**src/rtl/irq_nest_pkg.sv**
```systemverilog
package irq_nest_pkg;
  parameter int LVL_W = 2;

  typedef logic [LVL_W-1:0] lvl_t;

  // level code that masks every request when held as the current level
  localparam lvl_t LVL_MASK_ALL = '0;
  // level code that is never granted
  localparam lvl_t LVL_NEVER = '1;

  typedef struct packed {
    logic ie;
    lvl_t il;
  } ctx_t;

  function automatic logic lvl_usable(input lvl_t l);
    return (l != LVL_MASK_ALL) && (l != LVL_NEVER);
  endfunction
endpackage

```
**src/rtl/irq_lvl_regs.sv**
```systemverilog
module irq_lvl_regs
  import irq_nest_pkg::*;
#(
  parameter int N_SRC = 4,
  parameter int IDX_W = 2
) (
  input  logic                         clk,
  input  logic                         rst_l,
  input  logic                         wr_en,
  input  logic [IDX_W-1:0]             wr_idx,
  input  lvl_t                         wr_lvl,
  output logic [N_SRC-1:0][LVL_W-1:0]  lvl_o
);

  for (genvar g = 0; g < N_SRC; g++) begin : g_src
    lvl_t lvl_q;
    lvl_t lvl_d;
    logic lvl_en;

    // clock enable for this source's register
    always_comb begin
      lvl_en = wr_en && (wr_idx == IDX_W'(g));
      lvl_d  = wr_lvl;
    end

    always_ff @(posedge clk or negedge rst_l) begin
      if (!rst_l) begin
        lvl_q <= LVL_NEVER;
      end else if (lvl_en) begin
        lvl_q <= lvl_d;
      end
    end

    assign lvl_o[g] = lvl_q;
  end

endmodule

```
**src/rtl/irq_pick.sv**
```systemverilog
module irq_pick
  import irq_nest_pkg::*;
#(
  parameter int N_SRC = 4,
  parameter int IDX_W = 2
) (
  input  logic [N_SRC-1:0]             req,
  input  logic [N_SRC-1:0][LVL_W-1:0]  lvl,
  output logic                         found,
  output lvl_t                         best_lvl,
  output logic [IDX_W-1:0]             best_idx
);

  logic [N_SRC-1:0] elig;

  for (genvar g = 0; g < N_SRC; g++) begin : g_elig
    assign elig[g] = req[g] && lvl_usable(lvl[g]);
  end

  // linear scan: strict compare keeps the lowest index on a tie
  always_comb begin
    found    = 1'b0;
    best_lvl = LVL_NEVER;
    best_idx = '0;
    for (int i = 0; i < N_SRC; i++) begin
      if (elig[i] && (lvl[i] < best_lvl)) begin
        found    = 1'b1;
        best_lvl = lvl[i];
        best_idx = IDX_W'(i);
      end
    end
  end

endmodule

```
**src/rtl/irq_save_stack.sv**
```systemverilog
module irq_save_stack
  import irq_nest_pkg::*;
#(
  parameter int DEPTH = 3,
  localparam int PTR_W = $clog2(DEPTH + 1)
) (
  input  logic clk,
  input  logic rst_l,
  input  logic push,
  input  logic pop,
  input  ctx_t push_data,
  output ctx_t top,
  output logic empty,
  output logic full
);

  logic [PTR_W-1:0] cnt_q;
  logic [PTR_W-1:0] cnt_d;
  logic             cnt_en;
  ctx_t             slot [DEPTH];

  assign empty = (cnt_q == '0);
  assign full  = (cnt_q == PTR_W'(DEPTH));

  always_comb begin
    cnt_en = (push && !full) || (pop && !empty);
    cnt_d  = cnt_q;
    if (push && !full) begin
      cnt_d = cnt_q + 1'b1;
    end else if (pop && !empty) begin
      cnt_d = cnt_q - 1'b1;
    end
  end

  always_ff @(posedge clk or negedge rst_l) begin
    if (!rst_l) begin
      cnt_q <= '0;
    end else if (cnt_en) begin
      cnt_q <= cnt_d;
    end
  end

  for (genvar g = 0; g < DEPTH; g++) begin : g_slot
    ctx_t q;
    logic we;

    assign we = push && !full && (cnt_q == PTR_W'(g));

    always_ff @(posedge clk or negedge rst_l) begin
      if (!rst_l) begin
        q <= '0;
      end else if (we) begin
        q <= push_data;
      end
    end

    assign slot[g] = q;
  end

  // most recently pushed entry
  always_comb begin
    top = '0;
    for (int i = 0; i < DEPTH; i++) begin
      if (cnt_q == PTR_W'(i + 1)) begin
        top = slot[i];
      end
    end
  end

endmodule

```
**src/rtl/irq_nest_arb.sv**
```systemverilog
module irq_nest_arb
  import irq_nest_pkg::*;
#(
  parameter int N_SRC = 4,
  parameter int DEPTH = 3,
  localparam int IDX_W = (N_SRC > 1) ? $clog2(N_SRC) : 1
) (
  input  logic             clk,
  input  logic             rst_n,
  input  logic [N_SRC-1:0] req_i,
  input  logic             lvl_we_i,
  input  logic [IDX_W-1:0] lvl_idx_i,
  input  logic [1:0]       lvl_val_i,
  input  logic             ctx_we_i,
  input  logic [1:0]       ctx_il_i,
  input  logic             ctx_ie_i,
  input  logic             reti_i,
  output logic             ack_o,
  output logic [IDX_W-1:0] ack_idx_o,
  output logic [1:0]       cur_il_o,
  output logic             cur_ie_o,
  output logic             stk_err_o
);

  // reset: asserted at once, released on a clock edge
  logic rst_meta;
  logic rst_l;

  always_ff @(posedge clk or negedge rst_n) begin
    if (!rst_n) begin
      rst_meta <= 1'b0;
      rst_l    <= 1'b0;
    end else begin
      rst_meta <= 1'b1;
      rst_l    <= rst_meta;
    end
  end

  logic [N_SRC-1:0][LVL_W-1:0] lvl;
  logic                        found;
  lvl_t                        best_lvl;
  logic [IDX_W-1:0]            best_idx;
  ctx_t                        ctx_q;
  ctx_t                        ctx_d;
  logic                        ctx_en;
  ctx_t                        stk_top;
  logic                        stk_empty;
  logic                        stk_full;
  logic                        push;
  logic                        pop;
  logic                        grant;
  logic                        ack_d;
  logic                        err_d;
  logic [IDX_W-1:0]            idx_q;

  irq_lvl_regs #(
    .N_SRC (N_SRC),
    .IDX_W (IDX_W)
  ) u_lvl (
    .clk    (clk),
    .rst_l  (rst_l),
    .wr_en  (lvl_we_i),
    .wr_idx (lvl_idx_i),
    .wr_lvl (lvl_val_i),
    .lvl_o  (lvl)
  );

  irq_pick #(
    .N_SRC (N_SRC),
    .IDX_W (IDX_W)
  ) u_pick (
    .req      (req_i),
    .lvl      (lvl),
    .found    (found),
    .best_lvl (best_lvl),
    .best_idx (best_idx)
  );

  irq_save_stack #(
    .DEPTH (DEPTH)
  ) u_stk (
    .clk       (clk),
    .rst_l     (rst_l),
    .push      (push),
    .pop       (pop),
    .push_data (ctx_q),
    .top       (stk_top),
    .empty     (stk_empty),
    .full      (stk_full)
  );

  // acceptance test against the live context
  assign grant = found && ctx_q.ie && (best_lvl < ctx_q.il) && !stk_full;

  // next-state: return beats context write beats acceptance
  always_comb begin
    ctx_d  = ctx_q;
    ctx_en = 1'b0;
    push   = 1'b0;
    pop    = 1'b0;
    ack_d  = 1'b0;
    err_d  = 1'b0;
    if (reti_i) begin
      if (!stk_empty) begin
        pop    = 1'b1;
        ctx_d  = stk_top;
        ctx_en = 1'b1;
      end else begin
        err_d = 1'b1;
      end
    end else if (ctx_we_i) begin
      ctx_d.il = ctx_il_i;
      ctx_d.ie = ctx_ie_i;
      ctx_en   = 1'b1;
    end else if (grant) begin
      push     = 1'b1;
      ctx_d.il = best_lvl;
      ctx_en   = 1'b1;
      ack_d    = 1'b1;
    end
  end

  always_ff @(posedge clk or negedge rst_l) begin
    if (!rst_l) begin
      ctx_q.il <= LVL_NEVER;
      ctx_q.ie <= 1'b0;
    end else if (ctx_en) begin
      ctx_q <= ctx_d;
    end
  end

  always_ff @(posedge clk or negedge rst_l) begin
    if (!rst_l) begin
      ack_o     <= 1'b0;
      stk_err_o <= 1'b0;
    end else begin
      ack_o     <= ack_d;
      stk_err_o <= err_d;
    end
  end

  always_ff @(posedge clk or negedge rst_l) begin
    if (!rst_l) begin
      idx_q <= '0;
    end else if (ack_d) begin
      idx_q <= best_idx;
    end
  end

  assign ack_idx_o = idx_q;
  assign cur_il_o  = ctx_q.il;
  assign cur_ie_o  = ctx_q.ie;

endmodule

```
**config.mk**
```make
export PLATFORM = sky130hd
export DESIGN_NAME = irq_nest_arb
export DESIGN_NICKNAME = d
export VERILOG_FILES = /design/src/rtl/irq_nest_pkg.sv /design/src/rtl/irq_lvl_regs.sv /design/src/rtl/irq_pick.sv /design/src/rtl/irq_save_stack.sv /design/src/rtl/irq_nest_arb.sv
export SDC_FILE = /design/constraint.sdc
export NUM_CORES = 1
export LEC_CHECK = 0
export ABC_AREA = 1
export BUFFER_PORTS_ARGS = -buffer_cell sky130_fd_sc_hd__buf_2
export CELL_PAD_IN_SITES_DETAIL_PLACEMENT = 1
export CELL_PAD_IN_SITES_GLOBAL_PLACEMENT = 2
export CORE_MARGIN = 5
export CORE_UTILIZATION = 33
export DETAILED_ROUTE_END_ITERATION = 8
export PLACE_DENSITY_LB_ADDON = 0.1
export SYNTH_ARGS = -nofsm -noshare
export SYNTH_HDL_FRONTEND = slang
export SYNTH_SLANG_ARGS = --single-unit
```
**constraint.sdc**
```tcl
create_clock -name clk -period 1 [get_ports clk]
set_input_delay 0.3 -clock clk [delete_from_list [all_inputs] [get_ports clk]]
set_output_delay 0.3 -clock clk [all_outputs]
set_load 0.005 [all_outputs]
```
* Yosys cells after proc, flatten, opt, wreduce, memory -nomap -nowiden
Cells that the tools add are included.
** Storage, ports and cells
- Register bits after elaboration :: 28
- Output and inout port bits :: 7
** Operators by class
- $add $sub $neg :: 2
- Magnitude comparators :: 5
- Equal/unequal tests :: 11
- Multiplexer cells :: 30
- Reduce and logical (&&, ||, !) cells :: 39
** Operators with widths (number)
- logical AND 1 bit :: 24
- 2-to-1 mux 2 bit :: 10
- 2-to-1 mux 1 bit :: 15
- 2-to-1 mux 3 bit :: 5
- nonzero test 2 bit :: 6
- != test 2 bit, second input constant :: 5
- == test 2 bit, second input constant :: 4
- less-than comparator 2 bit :: 4
- AND reduction 3 bit :: 2
- == test 2 x 1 -> 1 bit, second input constant :: 2
- zero test 2 bit :: 2
- nonzero test 3 bit :: 1
- adder 2 x 1 -> 2 bit, second input constant :: 1
- zero test 1 bit :: 2
- less-than comparator 2 bit, second input constant :: 1
- AND reduction 2 bit :: 1
- subtractor 2 x 1 -> 2 bit, second input constant :: 1
- logical OR 1 bit :: 1

* Depth between registers and ports, before layout
Gate-level depths: netlist of run 1.
- Depth after elaboration :: 23
- Mapped depth :: 25
- Gate-level depth less buffers :: 25

* Cells and area by module
A second synthesis of run 1 with hierarchy kept.
** Unflattened totals
- Cell total of the unflattened synthesis :: 230
- Area, all modules :: 1759.2 um^2
** By module, submodules not included
- irq_save_stack :: instances 1, cells an instance 71, area each 561.8 um^2, seq. area each 275.3 um^2
- irq_nest_arb :: instances 1, cells an instance 55, area each 439.2 um^2, seq. area each 227.7 um^2
- irq_lvl_regs :: instances 1, cells an instance 42, area each 401.6 um^2, seq. area each 210.2 um^2
- irq_pick :: instances 1, cells an instance 62, area each 356.6 um^2, seq. area each 0.0 um^2

* Least setup slack after synthesis of run 1
OpenSTA, ideal clock, no wires.
- Path type :: register to register
- Start point :: register u_lvl.g_src[0].lvl_q[0]
- End point :: register u_stk.g_slot[0].q[0] in the netlist's numbering
- Library setup time :: 0.118 ns
- Arrival time :: 2.797 ns
- Slack :: -1.915 ns
- Stages on the path, launching flop included :: 19
- Path through :: dfstp_2 > ha_1 > nand2_1 > nor2_4 > nand2_2 > and2_4 > nand4_1 > nand2_1 > ha_1 > nor2_1 > and3_1 > nand3_2 > and2_1 > ha_1 > nor2_1 > a21boi_4 > nand4_1 > nand2_1 > nand2_1
** On the way
- Cells in the longest elaborated chain, start to end :: 22
- Elaborated cells on any way between the ends :: 29
** RTL lines
- start, declared :: line irq_lvl_regs.sv:16 : lvl_t lvl_q;
- start signal, assigned :: line irq_lvl_regs.sv:30 : lvl_q <= lvl_d;
- != test 2 bit or nonzero test 2 bit (tied branches) :: line irq_nest_pkg.sv:17 : return (l != LVL_MASK_ALL) && (l != LVL_NEVER);
- logical AND 1 bit :: line irq_nest_pkg.sv:17
- logical AND 1 bit :: line irq_pick.sv:17 : assign elig[g] = req[g] && lvl_usable(lvl[g]);
- logical AND 1 bit :: line irq_pick.sv:26 : if (elig[i] && (lvl[i] < best_lvl)) begin
- 2-to-1 mux 2 bit :: line irq_pick.sv:26
- less-than comparator 2 bit :: line irq_pick.sv:26
- logical AND 1 bit :: line irq_pick.sv:26
- 2-to-1 mux 2 bit :: line irq_pick.sv:26
- [... 4 more ...]
- logical AND 1 bit :: line irq_pick.sv:26
- 2-to-1 mux 2 bit or 2-to-1 mux 1 bit (tied branches) :: line irq_pick.sv:26
- less-than comparator 2 bit or logical AND 1 bit (tied branches) :: line irq_nest_arb.sv:93 : assign grant = found && ctx_q.ie && (best_lvl < ctx_q.il) && !stk_full;
- logical AND 1 bit (*) (2 in series) :: line irq_nest_arb.sv:93
- 2-to-1 mux 1 bit (*) :: line irq_nest_arb.sv:115 : end else if (grant) begin
- 2-to-1 mux 1 bit (*) :: line irq_nest_arb.sv:111 : end else if (ctx_we_i) begin
- 2-to-1 mux 1 bit (*) :: line irq_nest_arb.sv:103 : if (reti_i) begin
- logical AND 1 bit (*) (2 in series) :: line irq_save_stack.sv:47 : assign we = push && !full && (cnt_q == PTR_W'(g));
- end signal, assigned :: line irq_save_stack.sv:53 : q <= push_data;
- end, declared :: line irq_save_stack.sv:44 : ctx_t q;
Every way passes the cells marked *; elsewhere a longest branch is shown, timed or not.
A chain may end at the register's enable or synchronous reset.

* Worst setup path after layout of run 1
- Start point :: register u_lvl.g_src[0].lvl_q[1]
- End point :: register u_stk.g_slot[0].q[1] in the netlist's numbering
The elaborated chain is that of the path after synthesis.

==> results summary, run 1 <==
The flow ran to the end, but the final reports show violations. The checks that failed: setup timing. The most used flip-flop cell after synthesis is sky130_fd_sc_hd__dfrtp_1. Summing over every cut layer, the via total after detailed routing is 1714. The post-route DRC violation count came out at 0. The fraction of final layout cells sized beyond drive strength 1 came out at 0.503. For this design the total switching power over the nets is 0.00242 W. The largest fanout on the critical path came out at 5.

OpenSTA, run right after detailed placement, puts the worst setup slack at -2050 ps. The global-route wire length before repair is 8890 µm. The combinational power share came out at 0.610. The proportion of register bits with asynchronous set or reset after synthesis came out at 1.00.

In the global route stage, overall resource usage came out at 0.172. The final-layout worst hold slack is 238 ps. The total die area came out at 6700 µm². The number of antenna repair diodes came out at 0.

The number of ports placed on the die boundary came out at 23. The CTS tree is done. The final number of setup-violating endpoints came out at 25. The number of failing hold endpoints at the final stage is 0.

The largest net degree at the start of global routing is 19. The per-instance average area after synthesis is 8.00 µm². The sequential element share of the synthesized area came out at 0.419. The pre-antenna-repair detailed-routing pass consisted of 4 iterations. The number of max-cap violations came out at 0. In the final layout, the multi-input gates occupy 1040 µm². The number of warning messages in the yosys log came out at 0. The global placement routability congestion came out at 0.786. The wire length per cell came out at 14.0 µm. The layout has 639 filler cells. The instance count of the mapped netlist is 213. The fraction of power spent switching nets came out at 0.397. Detailed placement ended at an HPWL of 4010 µm. Derived from the worst setup path, the maximum achievable clock frequency is 333 MHz.

The placement row count came out at 26. The clock tree root buffer cell is sky130_fd_sc_hd__clkbuf_8. The number of nets produced by synthesis came out at 236. The number of distinct library cells after synthesis is 28. The clock power share came out at 0.108.

At the worst endpoint, the required time is 1180 ps. The H-tree depth reported by CTS came out at 1. The TritonCTS sink count is 28. The count of flip-flops with a built-in enable after synthesis came out at 0.

The worst setup path is of the reg -> reg kind. STA classifies the critical path endpoint as a register. The insertion delay of the later-clocked pin in the worst-skew pair came out at 280 ps. The total routed wirelength came out at 5100 µm. After the first detailed-routing iteration, the DRC count stood at 29. The number of nets at the end of the flow is 318.

The maximum resistive drop on vdd came out at 0.910 mV. In the final layout, flip-flops and latches occupy 713 µm². The growth of design area from synthesis to finish is 51.9%. The count of port buffers added during placement came out at 22. The internal reg-to-reg setup slack is -2000 ps. The count of nets left with antenna violations after detail routing came out at 0. The clock passes through at most 2 buffers.

The static power due to leakage came out at 1.33 nW. The number of vias per cell is 4.71. In the post-route analysis, the smallest setup slack over all paths is -2000 ps. The clock-pin slew of the registers on the worst-case setup and hold paths is 110 ps. The total grt overflow is 0. Setup repair after global routing could not meet its margin everywhere. The region available for standard cell placement spans 5070 µm². The starting density of the core is 0.336. The max-slew violation count is 0. The final setup skew is 12.2 ps. The startpoint kind of the worst setup timing path is a register. The via count of the first global-routing pass came out at 1903.

The part of the total power dissipated in sequential elements came out at 0.283. The post-synth design cell area came out at 1700 µm². The height of the die came out at 81.9 µm. The total power per unit cell area is 2350 nW/µm². The internal power is 0.00367 W. The worst hold path belongs to the class reg -> async.

The horizontal die dimension came out at 81.9 µm. The initial antenna violation count is 0. The number of buffers created by CTS is 3. The share of the cycle needed by the critical path after routing came out at 3.00.

The clock period minus final worst setup slack is 3000 ps. Counting flops and latches in the post-synthesis netlist gives 28. The critical path data arrival time came out at 3180 ps.
-- what timing repair did --
action                                 in CTS  in global routing
hold buffers                                1                  0
resized for setup                          34                  8
pin swaps                                  20                 20
gates cloned                                0                  0
setup endpoints to repair                  25                 25
setup buffers                              14                  5
endpoints found under the hold margin       2                  0
-- routing by layer --
layer | share of wire | vias to the layer above | GRT usage
li1 | - | 851 | -
met1 | 0.46 | 842 | 0.214
met2 | 0.51 | 17 | 0.313
met3 | 0.018 | 4 | 0.0197
met4 | 0.0082 | 0 | 0.0382
met5 | 0 | - | 0
-- state kept, by name, summed over array words and instances, names as in the netlist --
name and cells:
stk_err_o 1, rst_l 1, cur_ie_o 1, u_stk.cnt_q 2, rst_meta 1, u_lvl.g_src.lvl_q 8
ack_idx_o 2, ack_o 1, cur_il_o 2, u_stk.g_slot.q 9
-- power by group through the flow --
stage / Clock (W) / Sequential (W) / Combinational [W]
finish: 0.000655 / 0.00172 / 0.00371
global route: 0.000731 / 0.00176 / 0.00406
CTS: 0.000684 / 0.00172 / 0.00354
detailed placement: 0 / 0.00174 / 0.00271
global placement: 0 / 0.00173 / 0.00259
floorplan: 0 / 0.00176 / 0.00159
-- area by class of cell --
cell class,count,area share
inverter,31,0.0478
clock buffer,4,0.0174
timing repair buffer,78,0.223
multi-input combinational,153,0.403
sequential,28,0.275
tap,70,0.0338
-- stage by stage --
step | util | std cells | total power, W | setup TNS [ps] | cell area [µm²]
floorplan | - | 213 | 0.00335 | -28330 | 1770
detailed placement | 0.440 | 340 | 0.00445 | -32530 | 2230
finish | 0.510 | 364 | 0.00608 | -32790 | 2590
CTS | 0.498 | 359 | 0.00595 | -32900 | 2530
global route | 0.510 | 364 | 0.00654 | -36090 | 2590
global placement | 0.440 | 340 | 0.00432 | -30220 | 2230
-- synth_stat cells (all sizes together) (2+ instances only) --
cell	number	share of area
nand2	73	0.19
inv	31	0.068
nand3	19	0.082
dfrtp	18	0.26
o21ai	18	0.053
nand4	11	0.040
dfstp	10	0.15
a21oi	8	0.030
nor2	8	0.023
ha	7	0.051
and2	2	0.0088
o211ai	2	0.0088
-- worst max-delay path: stages, from the launching register on --
cell and delay [ps]:
sky130_fd_sc_hd__dfstp_2 580, sky130_fd_sc_hd__ha_4 210, sky130_fd_sc_hd__nand2_4 60, sky130_fd_sc_hd__nor2_4 40
sky130_fd_sc_hd__nand2_2 90, sky130_fd_sc_hd__and2_4 170, sky130_fd_sc_hd__nand4_1 120, sky130_fd_sc_hd__nand2_2 130
sky130_fd_sc_hd__ha_4 140, sky130_fd_sc_hd__nor2_4 30, sky130_fd_sc_hd__and3_4 190, sky130_fd_sc_hd__nand2_4 70
sky130_fd_sc_hd__nand2_2 40, sky130_fd_sc_hd__and2_4 160, sky130_fd_sc_hd__ha_4 160, sky130_fd_sc_hd__nor2_4 80
sky130_fd_sc_hd__a21boi_4 260, sky130_fd_sc_hd__nand4_1 190, sky130_fd_sc_hd__nand2_1 130, sky130_fd_sc_hd__nand2_1 60
-- cell families (layout without fill, tap and decap cells) --
family,count (synthesis),count (layout),share of synthesized area
and+or+nand+nor,114,114,0.344
other,1,1,0.00220
AOI/OAI and AO/OA,31,31,0.111
adders and majority gates,7,7,0.0514
buffers and inverters,32,113,0.0727
DFF,28,28,0.418
-- final timing paths --
check                      cells after the start                    to                     from
hold / removal                                 1        u_stk.cnt_q[0]                    rst_l
setup reg to reg                              19  u_stk.g_slot[0].q[1]  u_lvl.g_src[0].lvl_q[1]
hold reg to reg                                1        u_stk.cnt_q[0]                    rst_l
min in group clk                               3              cur_ie_o                 ctx_ie_i
max in group asynchronous                      1           cur_il_o[1]                    rst_l
setup / recovery                              19  u_stk.g_slot[0].q[1]  u_lvl.g_src[0].lvl_q[1]
-- layout by cell type (no fill, tap or decap), types with 2 or more instances in the layout --
cell type	Yosys	routed
sky130_fd_sc_hd__nand2_1	62	49
sky130_fd_sc_hd__o211ai_1	2	2
sky130_fd_sc_hd__inv_1	29	25
sky130_fd_sc_hd__buf_6	0	7
sky130_fd_sc_hd__nor2_1	6	4
sky130_fd_sc_hd__o21ai_1	5	4
sky130_fd_sc_hd__ha_4	0	6
sky130_fd_sc_hd__o21ai_2	0	3
sky130_fd_sc_hd__a21oi_1	7	6
sky130_fd_sc_hd__nand4_1	11	11
sky130_fd_sc_hd__nand3_1	13	11
sky130_fd_sc_hd__nand3_4	2	3
sky130_fd_sc_hd__dfrtp_1	18	18
sky130_fd_sc_hd__o21ai_0	13	11
sky130_fd_sc_hd__clkbuf_8	0	3
sky130_fd_sc_hd__nand2_4	3	5
sky130_fd_sc_hd__inv_2	2	4
sky130_fd_sc_hd__nor2_4	1	3
sky130_fd_sc_hd__nand2_2	8	19
sky130_fd_sc_hd__buf_2	0	20
sky130_fd_sc_hd__nand3_2	4	5
sky130_fd_sc_hd__dfstp_2	10	10
sky130_fd_sc_hd__buf_4	1	49
sky130_fd_sc_hd__and2_4	1	2
Note: power is estimated with default switching activity, not from simulation.
==> run 2, diff against run 1 <==
--- a/config.mk
+++ b/config.mk
@@ -13,6 +13,7 @@
 export CORE_UTILIZATION = 33
 export DETAILED_ROUTE_END_ITERATION = 8
 export PLACE_DENSITY_LB_ADDON = 0.1
+export SETUP_SLACK_MARGIN = 0.15
 export SYNTH_ARGS = -nofsm -noshare
 export SYNTH_HDL_FRONTEND = slang
 export SYNTH_SLANG_ARGS = --single-unit
==> results summary, run 2 (synthesized netlist as in run 1, its figures left out) <==
TritonCTS built the clock tree. The count of port buffers added during placement is 22 (unchanged). The total iterations of the first detailed-routing run came out at 3 (-1). The initial detailed-routing violation count came out at 49 (+69%). The run finished, with violations left. In this run the worst hold path is classified as reg -> async.

The most critical setup path has its startpoint at u_lvl.g_src[0].lvl_q[1]. The TritonCTS sink count came out at 28 (unchanged). The final number of setup-violating endpoints is 25 (unchanged). The final setup skew is 2.98 ps (-9.24 ps). In this run the worst setup path terminates at u_stk.g_slot[1].q[0]. The total chip power came out at 0.00613 W (+0.73%). The total negative slack came out at -32740 ps (+55.4 ps). The flip-flop count of the largest register, all copies and words added came out at 9 (unchanged). The largest fanout on the critical path is 5 (unchanged).

The instance area at placement is 2270 µm² (+1.7%). The clock-pin slew of the registers on the worst-case setup and hold paths came out at 100 ps (about the same). The setup slack after placement is -2010 ps (+41.8 ps). From synthesis to final layout, the design area changed by 52.6%. Setup repair after global routing could not meet its margin everywhere.

The via count of the first global-routing pass came out at 1878 (-1.3%). The number of nets at the end of the flow came out at 322 (+1.3%). The placed cell count is 343 (+0.88%).

The top register by number of flip-flops is u_stk.g_slot.q. The horizontal die dimension came out at 81.9 µm (unchanged). The H-tree depth reported by CTS is 1 (unchanged). The worst setup path is captured at a register.

The number of max-cap violations came out at 0 (unchanged). The critical path in this run is classified as reg -> reg. The slowest stage of the critical path belongs to the cell sky130_fd_sc_hd__dfstp_2. The cell type with the highest occurrence count on the critical path is sky130_fd_sc_hd__nand2_2.

The tree is rooted in a sky130_fd_sc_hd__clkbuf_8. The height of the die came out at 81.9 µm (unchanged). The launch point of the worst reg-to-reg path is u_lvl.g_src[0].lvl_q[1]. The global-route wire length before repair is 8870 µm (-0.31%). The insertion delay of the later-clocked pin in the worst-skew pair is 280 ps (about the same).

The checks that failed: setup timing. The wire length per cell came out at 13.8 µm (-1.6%). The static power due to leakage came out at 1.35 nW (+2.0%). The total routed wirelength came out at 5080 µm (-0.49%).

The starting density of the core came out at 0.336 (unchanged). The clock period minus final worst setup slack came out at 3010 ps (+4.25 ps). The library cell used most frequently in the layout, excluding fill and tap cells, is sky130_fd_sc_hd__nand2_1.

The share of the cycle needed by the critical path after routing is 3.01 (+0.00425). The required time of the worst setup path was 1180 ps (about the same). Leaving out fill and tap cells, the most frequent cells in the layout are sky130_fd_sc_hd__nand2_1 (54), sky130_fd_sc_hd__buf_4 (50), sky130_fd_sc_hd__inv_1 (25).

The worst setup path is launched from a register. The count of cells along the worst register-to-register path was 24 (+5). The non-filler instance count after layout is 368 (+1.1%). The critical path data arrival time is 3190 ps (about the same).

The post-detailed-placement half-perimeter wirelength came out at 4010 µm (about the same). The global placement routability congestion is 0.763 (-2.9%). The number of buffers created by CTS is 3 (unchanged). The highest cell delay on the worst timing path came out at 570 ps (about the same). The total global routing track utilization is 0.175 (+0.00363). The total number of vias came out at 1732 (+1.1%). The final instance area is 2600 µm² (+0.43%).

The maximum resistive drop on vdd is 0.889 mV (-2.2%). The endpoint identified for the worst register-to-register timing path is u_stk.g_slot[1].q[0]. In the final layout, the registers with the most flip-flops are u_stk.g_slot.q (9), u_lvl.g_src.lvl_q (8). The signal on the critical path passes through ha_4 > nand2_4 > nor2_4 > nand2_2 > nand2_1 > nand2_1 > nand2_2 > nand2_2 > nand3_2 > nand2_2 > nand3_2 > nand2_2 > nand2_2 > nand2_2 > nand2_4 > nand2_4 > nand2_2 > and2_4 > ha_4 > nor2_4 > a21boi_4 > nand4_1 > nand2_1 > nand2_1. The largest net degree at the start of global routing came out at 19 (unchanged).

The internal reg-to-reg setup slack was -2010 ps (about the same). The post-route DRC violation count came to 0 (unchanged). The number of failing hold endpoints at the final stage came to 0 (unchanged). The placement row count is 26 (unchanged). The number of ports placed on the die boundary was 23 (unchanged). The max-slew violation count is 0 (unchanged). The total die area was 6700 µm² (unchanged). The number of antenna repair diodes is 0 (unchanged). The number of buffers on the longest clock path came out at 2 (unchanged). The total grt overflow is 0 (unchanged). The highest clock frequency the design can meet is 333 MHz (-0.14%).

The total power per unit cell area came out at 2360 nW/µm² (+0.29%). The initial antenna violation count is 0 (unchanged). The setup slack after layout is -2010 ps (-4.25 ps).

The count of nets left with antenna violations after detail routing is 0 (unchanged). The number of vias per cell is 4.71 (about the same). The fraction of final layout cells sized beyond drive strength 1 came out at 0.480 (-0.0235). The core footprint is 5070 µm² (unchanged).
-- run 2: changes by cell type in the layout (fill, tap and decap cells not counted), moves of 3 or more --
cell,before,now
sky130_fd_sc_hd__o21ai_1,4,10
sky130_fd_sc_hd__o21ai_0,11,7
sky130_fd_sc_hd__o21ai_2,3,0
sky130_fd_sc_hd__buf_6,7,11
sky130_fd_sc_hd__nand2_1,49,54
sky130_fd_sc_hd__nand2_2,19,14
-- run 2: per-stage QoR --
step | hold slack [ps] | utilization
4_1_cts | 250 | 0.500
5_1_grt | 288 | 0.512
3_5_place_dp | 86.6 | 0.448
6_report | 237 | 0.512
2_1_floorplan | 4.41 | -
3_3_place_gp | 83.7 | 0.448
-- run 2: critical path, delay by kind of cell, from the launching register on --
family,cells,cell delay [ps]
AO/OA/AOI/OAI,1,260
adder cells (fa/ha/maj),2,370
flip-flops,1,570
AND/OR/NAND/NOR,21,1690
-- run 2: worst min-delay path by stage --
| stage | start | end | slack, ps | depth (start not counted) |
|---|---|---|---|---|
| global placement | rst_n | rst_meta | 80 | 1 |
| global route | rst_l | ack_idx_o[0] | 290 | 1 |
| floorplan | rst_n | rst_l | 4 | 0 |
| finish | rst_l | u_stk.cnt_q[1] | 240 | 1 |
| detailed placement | rst_n | rst_l | 90 | 1 |
| CTS | rst_l | ack_o | 250 | 1 |
-- run 2: layout make-up --
cell class,instances,area [µm²]
inverter,31,119
clock buffer,4,55.1
timing repair buffer,82,609
multi-input combinational,153,1020
tap,70,87.6
sequential,28,713
fill,631,2470
-- run 2: repair_timing --
| item | CTS | global route |
|---|---|---|
| endpoints found under the hold margin | 2 | 0 |
| gates resized for setup | 27 | 7 |
| pin swaps | 24 | 22 |
| buffers inserted | 13 | 7 |
| setup endpoints to repair | 27 | 30 |
| hold buffers | 1 | 0 |
-- run 2: metal layers --
| metal | wire length (µm) | global-route usage |
|---|---|---|
| met2 | 2540 | 0.308 |
| met3 | 117 | 0.0208 |
| met4 | 93 | 0.0648 |
| met5 | 0 | 0 |
| met1 | 2320 | 0.218 |
-- run 2: report_power, final --
group | switching (W) | internal, W | total [W] | leakage, nW
combinational | 0.00178 | 0.00189 | 0.00368 | 0.997
sequential | 0.000230 | 0.00150 | 0.00173 | 0.327
clock | 0.000371 | 0.000354 | 0.000725 | 0.0288
